## src/rtl/baud_pkg.sv

```systemverilog
// Package: baud_pkg
// Shared widths, field positions and the configuration type for the
// fractional baud tick generator. Assumes a 32-bit clock register.
package baud_pkg;

    localparam int CFG_ADDR_W    = 8;
    localparam int CFG_DATA_W    = 32;
    localparam logic [CFG_ADDR_W-1:0] CLK_REG_OFFSET = 8'h08;

    localparam int SCALE_W   = 12;
    localparam int SCALE_LSB = 16;
    localparam int STEP_W    = 16;
    localparam int STEP_LSB  = 0;
    localparam int ACC_W     = STEP_W + 1;

    typedef struct packed {
        logic [SCALE_W-1:0] scale;
        logic [STEP_W-1:0]  step;
    } baud_cfg_t;

endpackage

```

## src/rtl/baud_cfg_reg.sv

```systemverilog
// Module: baud_cfg_reg
// Holds the programmed scale and step. It decodes writes to the clock
// register offset and flags each hit as a restart for the counters.
// Assumes: cfg_we is a single-cycle strobe; unused data bits are dropped.
module baud_cfg_reg
    import baud_pkg::*;
#(
    parameter int ADDR_W    = CFG_ADDR_W,
    parameter int DATA_W    = CFG_DATA_W,
    parameter int SCL_W     = SCALE_W,
    parameter int SCL_LSB   = SCALE_LSB,
    parameter int STP_W     = STEP_W,
    parameter int STP_LSB   = STEP_LSB,
    parameter logic [ADDR_W-1:0] REG_OFFSET = CLK_REG_OFFSET
) (
    input  logic              clk,
    input  logic              rst_n,
    input  logic              we,
    input  logic [ADDR_W-1:0] addr,
    input  logic [DATA_W-1:0] wdata,
    output logic [SCL_W-1:0]  scale,
    output logic [STP_W-1:0]  step,
    output logic              restart
);

    localparam int SCL_MSB = SCL_LSB + SCL_W - 1;
    localparam int STP_MSB = STP_LSB + STP_W - 1;

    logic [SCL_W-1:0] scale_d;
    logic [STP_W-1:0] step_d;
    logic             top_bits_unused;

    // Address decode: only the clock register offset counts as a hit.
    always_comb begin
        restart = we && (addr == REG_OFFSET);
    end

    // Field extraction from the write word.
    always_comb begin
        scale_d = wdata[SCL_MSB:SCL_LSB];
        step_d  = wdata[STP_MSB:STP_LSB];
    end

    // Bits above the scale field carry no meaning.
    assign top_bits_unused = ^wdata[DATA_W-1:SCL_MSB+1];

    // Configuration storage, loaded on a register hit.
    always_ff @(posedge clk) begin
        if (!rst_n) begin
            scale <= '0;
            step  <= '0;
        end else if (restart) begin
            scale <= scale_d;
            step  <= step_d;
        end
    end


    scale_field_chk: assert property (@(posedge clk) disable iff (!rst_n)
        restart |=> (scale == $past(wdata[SCL_MSB:SCL_LSB])));


    step_field_chk: assert property (@(posedge clk) disable iff (!rst_n)
        restart |=> (step == $past(wdata[STP_MSB:STP_LSB])));


    cfg_hold_chk: assert property (@(posedge clk) disable iff (!rst_n)
        !restart |=> ($stable(scale) && $stable(step)));

endmodule

```

## src/rtl/baud_prescaler.sv

```systemverilog
// Module: baud_prescaler
// Integer prescaler. It counts 0..scale and pulses on the last count,
// one pulse every scale+1 cycles (every cycle when scale is 0).
// Assumes: clr comes in the same cycle as the new scale value is written.
module baud_prescaler
    import baud_pkg::*;
#(
    parameter int CNT_W = SCALE_W
) (
    input  logic             clk,
    input  logic             rst_n,
    input  logic             clr,
    input  logic [CNT_W-1:0] scale,
    output logic             pulse
);

    logic [CNT_W-1:0] cnt;

    // Terminal count detect.
    always_comb begin
        pulse = (cnt == scale);
    end

    // Count register with restart and wrap.
    always_ff @(posedge clk) begin
        if (!rst_n) begin
            cnt <= '0;
        end else if (clr || pulse) begin
            cnt <= '0;
        end else begin
            cnt <= cnt + 1'b1;
        end
    end


    cnt_range_chk: assert property (@(posedge clk) disable iff (!rst_n)
        cnt <= scale);


    cnt_clear_chk: assert property (@(posedge clk) disable iff (!rst_n)
        clr |=> (cnt == '0));


    cnt_advance_chk: assert property (@(posedge clk) disable iff (!rst_n)
        (!clr && !pulse) |=> (cnt == $past(cnt) + 1'b1));

endmodule

```

## src/rtl/baud_phase_acc.sv

```systemverilog
// Module: baud_phase_acc
// Phase accumulator. It adds step on every prescaler pulse and registers
// the carry out of its top bit as a single-cycle tick.
// Assumes: step is one bit narrower than the accumulator.
module baud_phase_acc
    import baud_pkg::*;
#(
    parameter int STP_W = STEP_W,
    parameter int ACC_BITS = STP_W + 1
) (
    input  logic             clk,
    input  logic             rst_n,
    input  logic             clr,
    input  logic             pulse,
    input  logic [STP_W-1:0] step,
    output logic             tick
);

    localparam int SUM_W = ACC_BITS + 1;

    logic [ACC_BITS-1:0] acc;
    logic [SUM_W-1:0]    sum;

    // Next phase, with the carry in the top bit.
    always_comb begin
        sum = {1'b0, acc} + {{(SUM_W-STP_W){1'b0}}, step};
    end

    // Phase register and tick flop.
    always_ff @(posedge clk) begin
        if (!rst_n) begin
            acc  <= '0;
            tick <= 1'b0;
        end else if (clr) begin
            acc  <= '0;
            tick <= 1'b0;
        end else if (pulse) begin
            acc  <= sum[ACC_BITS-1:0];
            tick <= sum[SUM_W-1];
        end else begin
            tick <= 1'b0;
        end
    end


    tick_src_chk: assert property (@(posedge clk) disable iff (!rst_n)
        tick |-> $past(pulse));


    acc_clear_chk: assert property (@(posedge clk) disable iff (!rst_n)
        clr |=> (acc == '0 && !tick));


    zero_step_chk: assert property (@(posedge clk) disable iff (!rst_n)
        (!clr && step == '0) |=> (!tick && acc == $past(acc)));


    idle_hold_chk: assert property (@(posedge clk) disable iff (!rst_n)
        (!clr && !pulse) |=> $stable(acc));

endmodule

```

## src/rtl/frac_baud_gen.sv

```systemverilog
// Module: frac_baud_gen
// Top of the fractional baud tick generator. It chains the configuration
// register, the integer prescaler and the phase accumulator. Tick rate is
// clk / (scale+1) * step / 2^17.
// Assumes: synchronous active-low reset; single-cycle write strobes.
module frac_baud_gen
    import baud_pkg::*;
#(
    parameter int ADDR_W = CFG_ADDR_W,
    parameter int DATA_W = CFG_DATA_W,
    parameter int SCL_W  = SCALE_W,
    parameter int STP_W  = STEP_W
) (
    input  logic              clk,
    input  logic              rst_n,
    input  logic              cfg_we,
    input  logic [ADDR_W-1:0] cfg_addr,
    input  logic [DATA_W-1:0] cfg_wdata,
    output logic              baud_tick
);

    baud_cfg_t cfg;
    logic      restart;
    logic      pre_pulse;

    baud_cfg_reg #(
        .ADDR_W  (ADDR_W),
        .DATA_W  (DATA_W),
        .SCL_W   (SCL_W),
        .STP_W   (STP_W)
    ) u_cfg (
        .clk     (clk),
        .rst_n   (rst_n),
        .we      (cfg_we),
        .addr    (cfg_addr),
        .wdata   (cfg_wdata),
        .scale   (cfg.scale),
        .step    (cfg.step),
        .restart (restart)
    );

    baud_prescaler #(
        .CNT_W (SCL_W)
    ) u_pre (
        .clk   (clk),
        .rst_n (rst_n),
        .clr   (restart),
        .scale (cfg.scale),
        .pulse (pre_pulse)
    );

    baud_phase_acc #(
        .STP_W (STP_W)
    ) u_acc (
        .clk   (clk),
        .rst_n (rst_n),
        .clr   (restart),
        .pulse (pre_pulse),
        .step  (cfg.step),
        .tick  (baud_tick)
    );


    no_back_to_back_chk: assert property (@(posedge clk) disable iff (!rst_n)
        (cfg.scale != '0 && baud_tick) |=> !baud_tick);


    restart_tick_chk: assert property (@(posedge clk) disable iff (!rst_n)
        restart |=> !baud_tick);

endmodule

```

## config.mk

```make
export PLATFORM = sky130hd
export DESIGN_NAME = frac_baud_gen
export DESIGN_NICKNAME = d
export VERILOG_FILES = /design/src/rtl/baud_pkg.sv /design/src/rtl/baud_cfg_reg.sv /design/src/rtl/baud_prescaler.sv /design/src/rtl/baud_phase_acc.sv /design/src/rtl/frac_baud_gen.sv
export SDC_FILE = /design/constraint.sdc
export NUM_CORES = 1
export LEC_CHECK = 0
export BUFFER_PORTS_ARGS = -buffer_cell sky130_fd_sc_hd__buf_2
export CAP_MARGIN = 20
export CORE_UTILIZATION = 50
export CTS_BUF_LIST = sky130_fd_sc_hd__clkbuf_16
export DETAILED_ROUTE_END_ITERATION = 10
export GPL_ROUTABILITY_DRIVEN = 0
export GPL_TIMING_DRIVEN = 0
export PLACE_DENSITY = 0.71
export RECOVER_POWER = 50
export SETUP_SLACK_MARGIN = 0.15
export SYNTH_ARGS = -nofsm -noshare
export SYNTH_HDL_FRONTEND = slang
export SYNTH_SLANG_ARGS = --single-unit
```

## constraint.sdc

```tcl
create_clock -name clk -period 5.9 [get_ports clk]
set_input_delay 0.295 -clock clk [delete_from_list [all_inputs] [get_ports clk]]
set_output_delay 0.295 -clock clk [all_outputs]
set_load 0.02 [all_outputs]
```

==> results.md <==
* Hold-fix buffers, CTS at 0
* Worst-Skew Late Latency at 0.33 ns
* Crit path launch type: flip-flop
* Ant. Diodes at 0
* Post-synth top flop: dfxtp_1
* List of most frequent post-synthesis cells: 58 x dfxtp_1, 35 x nor2_1, 33 x mux2i_1, 29 x nor2b_1, 17 x ha_1
* Synth area leader: dfxtp_1
* # Post-CTS Setup Buffers at 0
* Status: finished, final reports clean
* Slew at the pin closest to its max-slew limit at 0.808 ns
* Post-synthesis sequential area ratio at 0.382
* Post-DRT Antenna Nets at 0
* CP Max Fanout at 4
* Vias at 2376
* DIE AREA at 6390 µm²
* WL final at 6150 µm
* DP Worst Slack at 3.56 ns
* Grt met2 use at 0.353
* Syn Nets at 382
* I/O Pins at 44
* CTS Buf Count at 9
* CP required at 6.12 ns
* # DRC at 0
* Largest net degree at the start of global routing at 12
* CTS Buffer Depth at 2
* Layout cells sized above 1 at 0.162
* Fin crit period at 2.41 ns
* Number of distinct library cells after synthesis at 45
* Number of synthesized register bits at 58
* P_leak at 1.72 nW
* Initial antenna violation count at 0
* Asr flop ratio synth at 0
* Fmax at 0.415 GHz
* Post-CTS sizing at 0
* Finish-stage setup viols at 0
* Drt pass-1 iters at 4
* Final period util at 0.409
* Cell row count at 28
* Synth-to-layout area growth at 19.8%
* Die Span Y at 80.0 µm
* Setup TNS Final at 0 ns
* Final WS setup at 3.49 ns
* IO Port Bufs at 39
* Global Route Usage Sum at 0.219
* Critical path class: reg2reg
* CTS Sinks at 58
* Vias in the first global route at 2338
* M1 GR Usage at 0.279
* Core area at 5890 µm²
* Initial DRC count at 95
* HP Class: in2reg
* Count leader, synth: dfxtp_1
* Placed instance count at 435
* Worst EP arrival at 2.63 ns
* Post-synth top area share at 0.382
* Most Crowded Layer GR: met2
* Unrepaired setup endpoints after global routing: no
* CTS root buf: clkbuf_16
* Worst-path clk slew at 0.05 ns
* Layout Cell Area excl Fill at 3640 µm²
* Number of enable flip-flop cells after synthesis at 0
* Layout Cells excl Fill at 451
* Main area contributors after synthesis: dfxtp_1 38%, mux2i_1 11%, ha_1 7.0%, nor2b_1 6.0%, xnor2_1 4.6%
* Placed Area at 3330 µm²
* Initial Utilization at 0.516
* Power density over the cells at 268 nW/µm²
* Final HPWL DP at 4380 µm
* Max H-tree Level at 3
* Vias per cell at 5.27
* Hold WS at 0.215 ns
* Maxcap violations at 0
* Syn Std Cell Area at 3040 µm²
* Fin. Hold Viols at 0
* Avg Cell Area, Syn at 9.47 µm²
* Chip Width at 80.0 µm
* Peak supply drop at 0.207 mV
* Synth warn at 0
* Global-route wire length before repair at 10700 µm
* CTS tree: yes
* Grt ovf at 0
* Met3 Use GR at 0.0777
* Relative slew slack at 0.462
* Slew Limit Fails at 0
* Cells after Synth at 321
* Worst-case clock skew at 0.00537 ns
* Average routed wire per standard cell at 13.6 µm
* NumNets Final at 432
* Worst setup EP type: flip-flop
-- layer usage --
| layer | share of wire | vias up |
|---|---|---|
| met5 | 0 | - |
| met4 | 0.0096 | 0 |
| met3 | 0.044 | 9 |
| met2 | 0.44 | 46 |
| met1 | 0.51 | 1079 |
| li1 | - | 1242 |
-- stage by stage --
stage	utilization	total power, mW
finish	0.619	0.975
global route	0.619	1.01
CTS	0.620	0.983
detailed placement	0.565	0.432
global placement	0.565	0.432
floorplan	-	0.416
-- cells by family (layout without fill, tap and decap cells) --
group | after synthesis | in the layout | share of synthesized area
and+or+nand+nor | 108 | 108 | 0.189
DFF | 58 | 58 | 0.382
AOI/OAI and AO/OA | 57 | 57 | 0.132
muxes | 33 | 33 | 0.109
xor gates and xnor gates | 31 | 31 | 0.0893
adders and majority gates | 18 | 18 | 0.0766
buffers and inverters | 16 | 71 | 0.0218
-- worst paths after layout --
kind,start,end,slack [ns],cells past startpoint
max,u_cfg.step[0],u_acc.acc[14],3.49,9
min,cfg_wdata[20],u_cfg.scale[4],0.22,3
max reg2reg,u_cfg.step[0],u_acc.acc[14],3.49,9
min reg2reg,u_acc.acc[5],u_acc.acc[5],0.48,2
-- layout make-up --
class	count	area, µm²
Timing Repair Buffer	39	194
Clock buffer	9	225
Multi-Input combinational cell	247	1810
Fill cell	514	2240
Clock inverter	7	93.8
Sequential cell	58	1160
Tap cell	75	93.8
Inverter	5	18.8
Buffer	11	43.8
-- power by group --
part / internal, mW / total, mW / switching [mW]
clock network: 0.367 / 0.551 / 0.184
registers: 0.393 / 0.394 / 0.000703
logic: 0.0163 / 0.0303 / 0.0140
-- worst max-delay path, cell delays in order (launching register included) --
cell      delay (ns)
dfxtp_1         0.32
ha_1            0.23
inv_1           0.08
fa_1            0.26
nor2b_4         0.06
o31a_1          0.30
o311ai_2        0.31
a21oi_1         0.14
or3_1           0.37
a32o_1          0.25
-- layout by cell type (no fill, tap or decap), types with 6 or more instances in the layout --
cell	netlist	final
a211oi_1	6	6
a21oi_1	11	11
a22o_1	7	7
buf_2	5	40
clkbuf_1	6	10
clkbuf_16	0	9
dfxtp_1	58	58
ha_1	17	17
mux2i_1	33	33
nand2_1	10	10
nand3_1	6	6
nand4_1	9	9
nor2_1	35	35
nor2b_1	29	29
o21ai_0	9	9
xnor2_1	16	16
xor2_1	15	15
-- registers in the layout, summed over array words and instances, names as in the netlist --
name	count
u_cfg.step	16
u_pre.cnt	12
u_cfg.scale	12
u_acc.tick	1
u_acc.acc	17
No activity file was read; power rests on OpenSTA's default activity.
